$ cat config.mk
export PLATFORM = sky130hd
export DESIGN_NAME = adc_conv_ctrl
export DESIGN_NICKNAME = d
export VERILOG_FILES = /design/src/rtl/adc_ctrl_pkg.sv /design/src/rtl/adc_cmd_regs.sv /design/src/rtl/adc_conv_timer.sv /design/src/rtl/adc_irq_unit.sv /design/src/rtl/adc_conv_ctrl.sv
export SDC_FILE = /design/constraint.sdc
export NUM_CORES = 1
export LEC_CHECK = 0
export CAP_MARGIN = 30
export CELL_PAD_IN_SITES_DETAIL_PLACEMENT = 0
export CELL_PAD_IN_SITES_GLOBAL_PLACEMENT = 1
export CORE_UTILIZATION = 40
export CTS_CLUSTER_SIZE = 16
export DETAILED_ROUTE_END_ITERATION = 6
export PLACE_DENSITY = 0.84
export SLEW_MARGIN = 20
export SYNTH_ARGS = -nofsm -noshare
export SYNTH_HDL_FRONTEND = slang
export SYNTH_SLANG_ARGS = --single-unit
$ cat constraint.sdc
create_clock -name clk_i -period 4.8 [get_ports clk_i]
set_input_delay 0.72 -clock clk_i [delete_from_list [all_inputs] [get_ports clk_i]]
set_output_delay 0.72 -clock clk_i [all_outputs]
set_load 0.01 [all_outputs]
$ cat src/rtl/adc_ctrl_pkg.sv
package adc_ctrl_pkg;
  localparam int unsigned DATA_W = 16;
  localparam int unsigned ADDR_W = 5;
  localparam int unsigned NUM_SRC = 8;
  localparam logic [ADDR_W-1:0] OFS_CMD  = 5'h00;
  localparam logic [ADDR_W-1:0] OFS_RES  = 5'h02;
  localparam logic [ADDR_W-1:0] OFS_IEN  = 5'h0C;
  localparam logic [ADDR_W-1:0] OFS_STAT = 5'h0E;
  localparam int unsigned SRC_READY = 0;
endpackage

$ cat src/rtl/adc_cmd_regs.sv
module adc_cmd_regs
  import adc_ctrl_pkg::*;
(
  input  logic              clk_i,
  input  logic              rst_ni,
  input  logic              we_i,
  input  logic [ADDR_W-1:0] addr_i,
  input  logic [DATA_W-1:0] wdata_i,
  input  logic              busy_i,
  output logic [3:0]        chan_raw_o,
  output logic              diff_o,
  output logic [1:0]        range_o,
  output logic [NUM_SRC-1:0] ien_o,
  output logic              start_o,
  output logic [3:0]        mux_sel_o
);
  logic cmd_wr, ien_wr;
  assign cmd_wr = we_i && (addr_i == OFS_CMD);
  assign ien_wr = we_i && (addr_i == OFS_IEN);

  always_ff @(posedge clk_i or negedge rst_ni) begin
    if (!rst_ni) begin
      chan_raw_o <= '0;
      diff_o     <= 1'b0;
      range_o    <= '0;
      ien_o      <= '0;
    end else begin
      if (cmd_wr) begin
        chan_raw_o <= wdata_i[11:8];
        diff_o     <= wdata_i[6];
        range_o    <= wdata_i[5:4];
      end
      if (ien_wr) ien_o <= wdata_i[NUM_SRC-1:0];
    end
  end

  // start only accepted from idle
  assign start_o = cmd_wr && wdata_i[0] && !busy_i;

  // differential mode takes the channel one bit higher
  assign mux_sel_o = diff_o ? {1'b0, chan_raw_o[3:1]} : chan_raw_o;
endmodule

$ cat src/rtl/adc_conv_timer.sv
module adc_conv_timer #(
  parameter int unsigned CONV_CYCLES = 16,
  parameter int unsigned RES_W       = 12
) (
  input  logic             clk_i,
  input  logic             rst_ni,
  input  logic             start_i,
  input  logic [RES_W-1:0] sample_i,
  output logic             busy_o,
  output logic             done_o,
  output logic [RES_W-1:0] result_o
);
  localparam int unsigned CNT_W = $clog2(CONV_CYCLES + 1);
  localparam logic [CNT_W-1:0] CNT_LOAD = CNT_W'(CONV_CYCLES - 1);

  logic [CNT_W-1:0] cnt_q;

  assign done_o = busy_o && (cnt_q == '0);

  always_ff @(posedge clk_i or negedge rst_ni) begin
    if (!rst_ni) begin
      busy_o   <= 1'b0;
      cnt_q    <= '0;
      result_o <= '0;
    end else if (done_o) begin
      busy_o   <= 1'b0;
      result_o <= sample_i;
    end else if (busy_o) begin
      cnt_q <= cnt_q - 1'b1;
    end else if (start_i) begin
      busy_o <= 1'b1;
      cnt_q  <= CNT_LOAD;
    end
  end
endmodule

$ cat src/rtl/adc_irq_unit.sv
module adc_irq_unit
  import adc_ctrl_pkg::*;
(
  input  logic               clk_i,
  input  logic               rst_ni,
  input  logic               we_i,
  input  logic [ADDR_W-1:0]  addr_i,
  input  logic [DATA_W-1:0]  wdata_i,
  input  logic [NUM_SRC-1:0] set_i,
  input  logic [NUM_SRC-1:0] ien_i,
  output logic [NUM_SRC-1:0] stat_o,
  output logic               irq_o
);
  logic [NUM_SRC-1:0] clr;
  assign clr = (we_i && (addr_i == OFS_STAT)) ? wdata_i[NUM_SRC-1:0] : '0;

  // a new event wins over a clear in the same cycle
  always_ff @(posedge clk_i or negedge rst_ni) begin
    if (!rst_ni) stat_o <= '0;
    else         stat_o <= (stat_o & ~clr) | set_i;
  end

  assign irq_o = |(stat_o & ien_i);
endmodule

$ cat src/rtl/adc_conv_ctrl.sv
module adc_conv_ctrl
  import adc_ctrl_pkg::*;
#(
  parameter int unsigned CONV_CYCLES = 16,
  parameter int unsigned RES_W       = 12
) (
  input  logic              clk_i,
  input  logic              rst_ni,
  input  logic              bus_we_i,
  input  logic [ADDR_W-1:0] bus_addr_i,
  input  logic [DATA_W-1:0] bus_wdata_i,
  output logic [DATA_W-1:0] bus_rdata_o,
  input  logic [RES_W-1:0]  sample_i,
  output logic [3:0]        mux_sel_o,
  output logic              diff_o,
  output logic              bipolar_o,
  output logic              span10_o,
  output logic              irq_o
);
  logic [3:0]         chan_raw;
  logic [1:0]         range_code;
  logic [NUM_SRC-1:0] irq_en, irq_stat, irq_set;
  logic               start, busy, done;
  logic [RES_W-1:0]   result;

  adc_cmd_regs i_cmd (
    .clk_i, .rst_ni,
    .we_i(bus_we_i), .addr_i(bus_addr_i), .wdata_i(bus_wdata_i),
    .busy_i(busy),
    .chan_raw_o(chan_raw), .diff_o(diff_o), .range_o(range_code),
    .ien_o(irq_en), .start_o(start), .mux_sel_o(mux_sel_o)
  );

  adc_conv_timer #(.CONV_CYCLES(CONV_CYCLES), .RES_W(RES_W)) i_timer (
    .clk_i, .rst_ni,
    .start_i(start), .sample_i(sample_i),
    .busy_o(busy), .done_o(done), .result_o(result)
  );

  always_comb begin
    irq_set            = '0;
    irq_set[SRC_READY] = done;
  end

  adc_irq_unit i_irq (
    .clk_i, .rst_ni,
    .we_i(bus_we_i), .addr_i(bus_addr_i), .wdata_i(bus_wdata_i),
    .set_i(irq_set), .ien_i(irq_en),
    .stat_o(irq_stat), .irq_o(irq_o)
  );

  assign bipolar_o = range_code[0];
  assign span10_o  = range_code[1];

  always_comb begin
    bus_rdata_o = '0;
    unique case (bus_addr_i)
      OFS_CMD:  bus_rdata_o = {4'b0, chan_raw, 1'b0, diff_o, range_code, 3'b0, busy};
      OFS_RES:  bus_rdata_o = {result, {(DATA_W-RES_W){1'b0}}};
      OFS_IEN:  bus_rdata_o[NUM_SRC-1:0] = irq_en;
      OFS_STAT: bus_rdata_o[NUM_SRC-1:0] = irq_stat;
      default:  bus_rdata_o = '0;
    endcase
  end
endmodule

==> run metrics <==
outcome completed; most frequent standard cell in the layout excluding fill and tap cells clkdlybuf4s50_1; Storage cell area a little over 1000 µm²; total global routing track utilization between 10% and 20%; pwr/cell area between 300 and 400 nW/µm²; Final setup violation count 0; Fmax around 280 MHz; number of remaining DRC errors 0; number of global-route vias before repair 1554; layout cell share with drive strength beyond 1 a little over a fifth; number of buffer and inverter stages on the critical path 2; CTS Buffer Depth 2; multi-input logic area between 900 and 1000 µm²; maximum number of pins on one net before global-route repair between 40 and 50; final wirelength 4.77 mm; RR Startpoint i_timer.cnt_q[1]; type of element capturing the critical path primary output; post-synthesis adder-cell area fraction less than 1%; Tightest Pin Transition ~0.45 ns; post-synth design cell area 2090 µm²; Slew Viols, Final 0; antenna fix cells 0; ordered list of cells on the worst path clkdlybuf4s50_1 > nor3_4 > and3b_1 > a221o_1 > clkdlybuf4s50_1; max-cap viol count 0; leakage power total about 0.0012 µW; Initial Util between 40% and 50%; number of antenna violations at the first check in global routing 0; number of detailed-routing iterations run before antenna repair 4; synth unique cells 42; FF-to-FF setup slack around 3.0 ns; initial DRC count 55; cell types with the largest area share after synthesis dfrtp_1 49%, mux2_2 11%, mux2_4 5.0%; most area-hungry cell type in the Yosys netlist dfrtp_1; routed via count ~1500; clock tree from TritonCTS built; class of the tightest hold or removal check in -> async; final hold slack around 0.35 ns; CP Data Arrival Time around 2.8 ns; crit-path max FO 9; number of cells produced by synthesis about 160; worst path required time roughly 4.1 ns; H-tree depth reported by CTS 2; endpoint of the worst register-to-register path i_timer.result_o[4]; root cell of the clock tree clkbuf_8; Avg Inst Size Synth between 10 and 15 µm²; xor and xnor fraction of the mapped netlist area 0%; ports placed on the boundary 60; critical path's most frequent cell clkdlybuf4s50_1; Worst-Skew Late Latency 0.29 ns; final weighted congestion in routability-driven placement 0.743; post-synth top area share 49.1%; highest-count cells in the layout ignoring fill and taps 54 x clkdlybuf4s50_1, 41 x dfrtp_1, 20 x mux2_2; highest-delay cell along the critical path clkdlybuf4s50_1; final std cells w/o fill around 290; RSZ-0062 raised after global routing false; global-route wire length before repair roughly 7.7 mm; startpoint class of the critical path input pin; final clock period utilization by the worst path 73.8%; die width between 70 and 80 µm; quantity of I/O buffers inserted on ports 55; Post-CTS Repair Setup Buffers 0; Peak supply drop roughly 0.2 mV; simple-gate share of the synthesized area between 15 and 20%; Yosys warnings 0; cells resized by post-CTS repair 0; net count after synthesis about 200; cell family with most CP delay buffers and inverters; fill cell count 439; CTS Buf Count 5; kind of critical path in -> out; DP HPWL between 3 and 4 mm; worst max-slew margin expressed relative to the limit 69.7%; largest family of logic cells by synthesized area simple AND/OR/NAND/NOR gates; placed cell count 280; hold buffer count at cts 0; Final Hold Vio Count 0; via/cell ratio roughly 5.3; residual antenna-violating net count after detailed routing 0; signed area change from the synthesized netlist to the final layout 34.1%; Die Y-Extent around 74 µm; total clock sinks around 40; Final Critical Period around 3.5 ns; Clk pin slew, worst setup/hold paths 0.08 ns; die area ~5500 µm²; net count reported at finish 258; mux share of post-synthesis cell area between 10% and 20%; TNS Setup 0 ns; register bit total from synthesis 41; aggregate global routing overflow 0; Layout Skew approximately 0.0057 ns; compound-cell area share of the yosys netlist approximately 15%; Placement Rows 25; post-DR wirelength/cell between 15 and 20 µm; worst reg-to-reg path cell count 5; proportion of synthesized chip area in sequential cells 49.1%; critical path's largest stage delay 0.54 ns; core area 4880 µm²
## cells by family (layout without fill, tap and decap cells)
logic type / after synthesis / in the layout
simple gates: 43 / 43
flops: 41 / 41
compound gates: 39 / 39
mux: 27 / 27
buf+inv: 13 / 70
fa+ha+maj: 1 / 1
## cell type report
| type | instances | area share [%] |
|---|---|---|
| flip-flops and latches | 41 | 36.6 |
| multi-input cells | 110 | 35.6 |
| repair buffers | 56 | 20.2 |
| well taps | 67 | 2.99 |
| clock buffers | 5 | 2.46 |
| clock inverters | 2 | 1.25 |
| inverters | 7 | 0.937 |
## where the power goes
| group | leakage [µW] | total, µW | switching (µW) | internal (µW) |
|---|---|---|---|---|
| combinational | 0.000648 | 259 | 99.8 | 159 |
| sequential | 0.000527 | 496 | 69.5 | 426 |
| clock | 0.0000540 | 266 | 115 | 151 |
| total | 0.00123 | 1020 | 284 | 737 |
## synthesized netlist by cell type
cell type  number
nor2_1          2
nor3_1          1
a21oi_1         1
mux2_2         20
nor2b_1         2
a41oi_2         1
buf_6           1
nor2_4          2
a211oi_2        2
buf_4           2
inv_1           7
clkbuf_1        1
and2_4          1
buf_2           2
a22oi_1         4
nand4bb_4       1
and3_1          4
o2111ai_1       4
o31ai_1         1
or4_1           1
o2bb2ai_1       1
nand3_1        12
a22o_1          7
and3b_1         2
nand3_4         2
mux2_4          7
ha_1            1
a21o_1          2
nand3b_1        1
dfrtp_1        41
and2_1          5
o211ai_1        1
o211a_1         1
a21boi_0        4
nor3_4          1
nand4_1         3
a21boi_1        3
and4bb_2        1
o21ai_0         5
a221o_1         2
and4bb_4        1
nand2_1         1
## metrics by stage
step                      setup slack, ns  utilization (%)  cell area [µm²]  total power [µW]
after floorplan                      2.50                -             2090               651
after global routing                 1.11             57.4             2800              1080
after global placement               1.27             54.9             2680               753
final                                1.26             57.4             2800              1020
after detailed placement             1.27             54.9             2680               761
after CTS                            1.25             57.0             2780              1030
## per-layer routing
layer / vias to the layer above / track usage, % / wire length, µm
li1: 731 / - / -
met1: 746 / 27.8 / 2370
met2: 46 / 27.0 / 2050
met3: 4 / 5.28 / 298
met4: 0 / 7.13 / 48
met5: - / 0 / 0
## flip-flops by register name, summed over array words and instances (netlist names)
register	count
i_timer.result_o	12
i_irq.stat_o	8
i_cmd.diff_o	1
i_cmd.range_o	2
i_timer.cnt_q	5
i_cmd.chan_raw_o	4
i_cmd.ien_o	8
i_timer.busy_o	1
## worst max path at each step
stage	start	slack [ns]	endpoint	cells after the start
3_3_place_gp	bus_addr_i[4]	1.27	bus_rdata_o[7]	5
6_report	bus_addr_i[4]	1.26	bus_rdata_o[7]	5
2_1_floorplan	bus_addr_i[1]	2.50	bus_rdata_o[0]	5
3_5_place_dp	bus_addr_i[4]	1.27	bus_rdata_o[7]	5
4_1_cts	bus_addr_i[4]	1.25	bus_rdata_o[7]	5
5_1_grt	bus_addr_i[4]	1.11	bus_rdata_o[7]	5
Note: power is estimated with default switching activity, not from simulation.
